$ cat src/rtl/cfgsel_pkg.sv
package cfgsel_pkg;
  localparam int DEF_MUX_W  = 5;
  localparam int DEF_STAGES = 2;

  typedef enum logic {SRC_REG = 1'b0, SRC_PIN = 1'b1} src_e;

  // value the held line shows while transparent
  function automatic logic shown_value(input logic ovr_n, input logic cfg_top);
    return ovr_n & cfg_top;
  endfunction
endpackage

$ cat src/rtl/cfgsel_sync.sv
module cfgsel_sync #(
  parameter int W = 1,
  parameter int STAGES = 2,
  parameter logic [W-1:0] RST_VAL = '0
) (
  input  logic         clk,
  input  logic         rst_n,
  input  logic [W-1:0] d,
  output logic [W-1:0] q
);
  logic [W-1:0] stage_q [STAGES];

  for (genvar s = 0; s < STAGES; s++) begin : g_stage
    always_ff @(posedge clk or negedge rst_n) begin
      if (!rst_n) stage_q[s] <= RST_VAL;
      else if (s == 0) stage_q[s] <= d;
      else stage_q[s] <= stage_q[(s > 0) ? s-1 : 0];
    end
  end

  assign q = stage_q[STAGES-1];
endmodule

$ cat src/rtl/cfgsel_hold.sv
module cfgsel_hold (
  input  logic clk,
  input  logic rst_n,
  input  logic sel_s,
  input  logic shown,
  output logic held_q,
  output logic sel_rise
);
  logic sel_d;

  always_ff @(posedge clk or negedge rst_n) begin
    if (!rst_n) begin
      sel_d  <= 1'b1;
      held_q <= 1'b0;
    end else begin
      sel_d <= sel_s;
      if (!sel_s) held_q <= shown;
    end
  end

  assign sel_rise = sel_s & ~sel_d;
endmodule

$ cat src/rtl/cfgsel_drive.sv
module cfgsel_drive
  import cfgsel_pkg::*;
#(
  parameter int MUX_W = DEF_MUX_W
) (
  input  logic             sel_s,
  input  logic             ovr_s,
  input  logic [MUX_W:0]   cfg_s,
  input  logic [MUX_W-1:0] ext_s,
  input  logic             held_q,
  output logic             shown,
  output logic [MUX_W-1:0] mux_pull_lo,
  output logic             held_pull_lo
);
  src_e src;
  logic [MUX_W-1:0] mux_val;
  logic held_val;

  assign src   = src_e'(sel_s);
  assign shown = shown_value(ovr_s, cfg_s[MUX_W]);

  for (genvar k = 0; k < MUX_W; k++) begin : g_line
    always_comb begin
      unique case (src)
        SRC_PIN: mux_val[k] = ext_s[k];
        default: mux_val[k] = ovr_s & cfg_s[k];
      endcase
    end
  end

  assign held_val     = (src == SRC_PIN) ? held_q : shown;
  assign mux_pull_lo  = ~mux_val;
  assign held_pull_lo = ~held_val;
endmodule

$ cat src/rtl/cfg_out_select.sv
module cfg_out_select
  import cfgsel_pkg::*;
#(
  parameter int MUX_W  = DEF_MUX_W,
  parameter int STAGES = DEF_STAGES
) (
  input  logic             clk,
  input  logic             rst_n,
  input  logic [MUX_W:0]   cfg_word,
  input  logic [MUX_W-1:0] ext_in,
  input  logic             sel_in,
  input  logic             ovr_n_in,
  output logic [MUX_W-1:0] mux_pull_lo,
  output logic             held_pull_lo
);
  localparam int CTL_W = MUX_W + 2;

  logic [CTL_W-1:0] ctl_s;
  logic [MUX_W:0]   cfg_s;
  logic [MUX_W-1:0] ext_s;
  logic sel_s, ovr_s, shown, held_q, sel_rise;

  // undriven-high inputs share one synchroniser bank reset to all ones
  cfgsel_sync #(.W(CTL_W), .STAGES(STAGES), .RST_VAL({CTL_W{1'b1}})) u_ctl_sync (
    .clk(clk), .rst_n(rst_n), .d({sel_in, ovr_n_in, ext_in}), .q(ctl_s));

  cfgsel_sync #(.W(MUX_W+1), .STAGES(STAGES), .RST_VAL('0)) u_cfg_sync (
    .clk(clk), .rst_n(rst_n), .d(cfg_word), .q(cfg_s));

  assign sel_s = ctl_s[CTL_W-1];
  assign ovr_s = ctl_s[CTL_W-2];
  assign ext_s = ctl_s[MUX_W-1:0];

  cfgsel_hold u_hold (
    .clk(clk), .rst_n(rst_n), .sel_s(sel_s), .shown(shown),
    .held_q(held_q), .sel_rise(sel_rise));

  cfgsel_drive #(.MUX_W(MUX_W)) u_drive (
    .sel_s(sel_s), .ovr_s(ovr_s), .cfg_s(cfg_s), .ext_s(ext_s), .held_q(held_q),
    .shown(shown), .mux_pull_lo(mux_pull_lo), .held_pull_lo(held_pull_lo));
endmodule

$ cat config.mk
export PLATFORM = sky130hd
export DESIGN_NAME = cfg_out_select
export DESIGN_NICKNAME = d
export VERILOG_FILES = /design/src/rtl/cfgsel_pkg.sv /design/src/rtl/cfgsel_sync.sv /design/src/rtl/cfgsel_hold.sv /design/src/rtl/cfgsel_drive.sv /design/src/rtl/cfg_out_select.sv
export SDC_FILE = /design/constraint.sdc
export NUM_CORES = 1
export LEC_CHECK = 0
export ABC_AREA = 1
export ABC_CLOCK_PERIOD_IN_PS = 900
export BUFFER_PORTS_ARGS = -buffer_cell sky130_fd_sc_hd__buf_2
export CAP_MARGIN = 20
export CORE_UTILIZATION = 44
export CTS_CLUSTER_SIZE = 20
export DETAILED_ROUTE_END_ITERATION = 6
export HOLD_SLACK_MARGIN = 0.08
export PLACE_DENSITY = 0.76
export SYNTH_ARGS = -nofsm -noshare
export SYNTH_HDL_FRONTEND = slang
export SYNTH_SLANG_ARGS = --single-unit
$ cat constraint.sdc
create_clock -name clk -period 0.9 [get_ports clk]
set_input_delay 0.18 -clock clk [delete_from_list [all_inputs] [get_ports clk]]
set_output_delay 0.18 -clock clk [all_outputs]
set_load 0.005 [all_outputs]
Word-level counts from Yosys, hierarchy flattened
Cells that the tools add are included.
- register bits: 27
- input port bits: 15
- output and inout port bits: 6
- word-level logic and storage cells: 19
- multiplexer cells: 6
- bitwise gates (word level): 8
- operators with widths (cell ; count):
    $and 1x1->1 ; 6
    $mux 1 ; 6
    $not 5->5 ; 1
    $not 1->1 ; 1

Longest topological paths before layout
- depth after elaboration: 3
- gate-level depth with buffers: 4
- depth with buffers taken out: 3

By module
Synthesis repeated with hierarchy kept, for this count alone.
- cell total of the unflattened synthesis: 78
- area total of the unflattened synthesis: 955.9 um2
- modules (own cells, without submodules) (module ; instances ; cells each ; area each (um2) ; seq. area each (um2)):
    cfgsel_sync at u_ctl_sync ; 1 ; 21 ; 420.4 ; 367.9
    cfgsel_sync at u_cfg_sync ; 1 ; 18 ; 345.3 ; 300.3
    cfgsel_drive ; 1 ; 32 ; 120.1 ; 0.0
    cfgsel_hold ; 1 ; 7 ; 70.1 ; 51.3

Worst setup path before layout
Ideal clock, no wire load.
- kind: register -> output
- start: reg u_ctl_sync.stage_q (netlist bit u_ctl_sync.q[6])
- end: out held_pull_lo
- data arrival time: 0.777 ns
- data required time: 0.720 ns
- setup slack: -0.057 ns
- stages on the path, launching flop included: 5
- path buffers: 1
- path through: dfstp_2 -> buf_6 -> inv_2 -> nand2_1 -> nand2_1
- longest elaborated chain between the ends: 2
- RTL lines (item ; RTL line ; text):
    start, declared ; cfgsel_sync.sv:11 ; logic [W-1:0] stage_q [STAGES];
    start signal, assigned by index ; cfgsel_sync.sv:17 ; else stage_q[s] <= stage_q[(s > 0) ? s-1 : 0];
    $mux 1 ; cfgsel_drive.sv:31 ; assign held_val = (src == SRC_PIN) ? held_q : shown;
    $not 1->1 ; cfgsel_drive.sv:33 ; assign held_pull_lo = ~held_val;
    end, declared ; cfg_out_select.sv:14 ; output logic held_pull_lo
Every way passes these cells.

Worst setup path in the final report
- start: reg u_ctl_sync.stage_q (netlist bit u_ctl_sync.q[6])
- end: out mux_pull_lo[0]
- longest elaborated chain between the ends: 2
- RTL lines (item ; RTL line ; text):
    $mux 1 ; cfgsel_drive.sv:24 ; unique case (src)
    $not 5->5 ; cfgsel_drive.sv:32 ; assign mux_pull_lo = ~mux_val;
    end, declared ; cfg_out_select.sv:13 ; output logic [MUX_W-1:0] mux_pull_lo,
Every way passes these cells.

==> metrics.md <==
| Metric | Value |
|---|---|
| Worst-Skew Late Latency | `roughly 0.30 ns` |
| Final setup TNS | `-3.191 ns` |
| Die height | `~46 µm` |
| Hold slack | `approximately 0.36 ns` |
| Fin crit share | `158.3%` |
| Startpoint Class | `flop` |
| Iter 0 DRT Violations | `3` |
| Gpl congestion | `between 0.7 and 0.8` |
| Die Footprint | `approximately 2100 µm²` |
| Clock transition at path regs | `0.12 ns` |
| CTS tree | `built` |
| Worst Path Class, Setup | `flop to output port` |
| RSZ-0062 raised after global routing | `true` |
| Worst relative slew slack | `between 60 and 70%` |
| Ys flop type | `dfstp_2` |
| Fraction of registers with async set/reset | `100.0%` |
| Synth cell count leaders | `nand2_1 (26), dfstp_2 (14), dfrtp_1 (13)` |
| Gr usage total | `between 10% and 20%` |
| Post-route ant nets | `0` |
| Worst IR Drop VDD | `1.131 mV` |
| CP max FO | `8` |
| CTS Sinks | `27` |
| Distinct cell type count after synthesis | `7` |
| Cell count after synthesis | `62` |
| Die X | `~46 µm` |
| Vias | `between 400 and 500` |
| Syn avg cell area | `approximately 14 µm²` |
| Cts bufs inserted | `3` |
| Power Density | `around 1700 nW/µm²` |
| Vias in the first global route | `~420` |
| Post-Route WL | `around 1.0 mm` |
| CP delay by family, top | `flip-flops` |
| Worst slew pin tran | `between 0.5 and 0.6 ns` |
| Hold Crit Class | `flop to flop` |
| Port Buffers | `20` |
| Setup-failing EPs final | `7` |
| First-pass detailed-route iteration total | `4` |
| Count leader, synth | `nand2_1` |
| Flop2flop setup slack | `-0.14 ns` |
| CTS root buf | `clkbuf_4` |
| Leak | `~0.57 nW` |
| Syn nets | `between 70 and 80` |
| DRC | `0` |
| Worst Setup End Kind | `output port` |
| Worst setup margin | `-0.5245 ns` |
| Nets | `between 100 and 150` |
| XOR/XNOR Fraction of Synth Area | `0%` |
| CTS max path bufs | `2` |
| EDFF count, synth | `0` |
| Register bit total from synthesis | `27` |
| Grt ovf | `0` |
| Crit-path cells | `inv_4 > nand2_1 > nand2_1 > buf_2` |
| Antenna cells | `0` |
| Tmin final | `~1.4 ns` |
| Via/cell ratio | `3.937` |
| Final Max Slew Viols | `0` |
| Post-Synth Simple-Gate Area | `about 13%` |
| Wire per inst | `between 8 and 9 µm` |
| Max Fclk | `between 700 and 800 MHz` |
| Max-Cap Viols | `0` |
| Critical Path Max Stage Delay | `around 0.64 ns` |
| Sequential share of the synthesized area | `between 80 and 90%` |
| Combinational family with the most area after synthesis | `simple AND/OR/NAND/NOR gates` |
| Largest net degree at the start of global routing | `28` |
| CORE AREA | `1764 µm²` |
| Initial antenna violation count | `0` |
| Synth-to-Final Area Change | `37.16%` |
| # rows | `15` |
| Yosys top cell area share | `43.88%` |
| Final hold violations | `0` |
| Initial cell density of the core | `47.52%` |
| Final instance area | `1150 µm²` |
| Buf+Inv Stages, Crit Path | `2` |
| Top cell type by total area after synthesis | `dfstp_2` |
| Io pins | `21` |
| First-pass GRT wire length | `approximately 1.7 mm` |
| Largest cells by area after synthesis | `dfstp_2 (44%), dfrtp_1 (39%), nand2_1 (12%)` |
| Netlist Area Pre-Place | `between 800 and 900 µm²` |
| Synth warnings | `0` |
| Area after DPL | `around 970 µm²` |
| Synth Area in Compound Gates | `0%` |
| H-tree Lvls | `1` |
| Post-placement setup slack | `-0.1700 ns` |
| Slowest CP cell | `dfstp_2` |
| Most common cell type on the critical path | `nand2_1` |
| Adder-cell share of the synthesized area | `0%` |
| Worst EP required | `~0.7 ns` |
| Post-synthesis mux area share | `0%` |
| Status | `finished with violations` |
| Share of cells above drive strength 1 | `a little over two fifths` |
| Worst Path Arrival | `roughly 1.2 ns` |
| Failing checks | `negative setup slack` |
| Setup Skew | `a little over 0.0006 ns` |
[flip-flops by register name, indices dropped and copies added, names as in the netlist, named ones only]
| name | count |
|---|---|
| u_ctl_sync.q | 7 |
| u_ctl_sync.stage_q | 7 |
| u_cfg_sync.q | 6 |
| u_cfg_sync.stage_q | 6 |
[area by class of cell]
class,count,area [µm²]
Multi-Input combinational cell,27,115.1
Tap cell,25,31.28
Sequential cell,27,693.2
Timing Repair Buffer,36,255.2
Fill cell,154,614.3
Clock buffer,4,26.28
Inverter,7,28.78
[power breakdown]
part | switching (mW) | internal, mW
sequential | 0.0261 | 1.30
combinational | 0.0734 | 0.0995
clock | 0.283 | 0.172
[worst paths after layout]
kind,from,endpoint,cells past startpoint
setup / recovery,u_ctl_sync.q[6],mux_pull_lo[0],4
hold reg to reg,u_cfg_sync.stage_q[11],u_cfg_sync.q[5],0
min in group asynchronous,rst_n,asynchronous set/reset pin,2
hold / removal,u_cfg_sync.stage_q[11],u_cfg_sync.q[5],0
max in group asynchronous,rst_n,u_ctl_sync.q[5],2
setup reg to reg,u_ctl_sync.q[6],flop,4
[routing by layer]
| metal | wire, µm | GRT usage [%] | up-vias |
|---|---|---|---|
| met5 | 0 | 0 | - |
| met4 | 0 | 9.091 | 0 |
| met3 | 42 | 1.190 | 0 |
| met2 | 540 | 16.86 | 14 |
| met1 | 451 | 17.58 | 222 |
| li1 | - | - | 260 |
[stage by stage]
stage	total power [mW]	std cells	utilization, %
floorplan	1.391	62	-
global placement	1.466	107	54.89
detailed placement	1.471	107	54.89
CTS	1.974	125	64.33
global route	2.065	126	65.18
finish	1.955	126	65.18
[cells in the final DEF, fill, tap and decap left out]
cell and n:
buf_2 20, buf_4 2, clkbuf_1 1, clkbuf_4 3, dfrtp_1 13, dfstp_2 14, dlygate4sd3_1 14, inv_1 6
inv_4 1, nand2_1 23, nand2_2 3, nand3_2 1
[timing repair]
| action | 4_1_cts | 5_1_grt |
|---|---|---|
| hold buffers | 14 | 0 |
| setup buffers | 0 | 1 |
| endpoints found under the setup margin | 7 | 7 |
| endpoints found under the hold margin | 26 | 0 |
| resized for setup | 0 | 3 |
| pin swaps | 4 | 1 |
[cells by family after synthesis]
family | Yosys count
buffers and inverters | 8
and+or+nand+nor | 27
DFF | 27
[worst register-to-register path, cell delays in order, from the launching register on]
cell     delay, ns
dfstp_2       0.64
inv_4         0.08
buf_4         0.14
nand3_2       0.05
nand2_1       0.05
(Power assumes the default switching activity.)
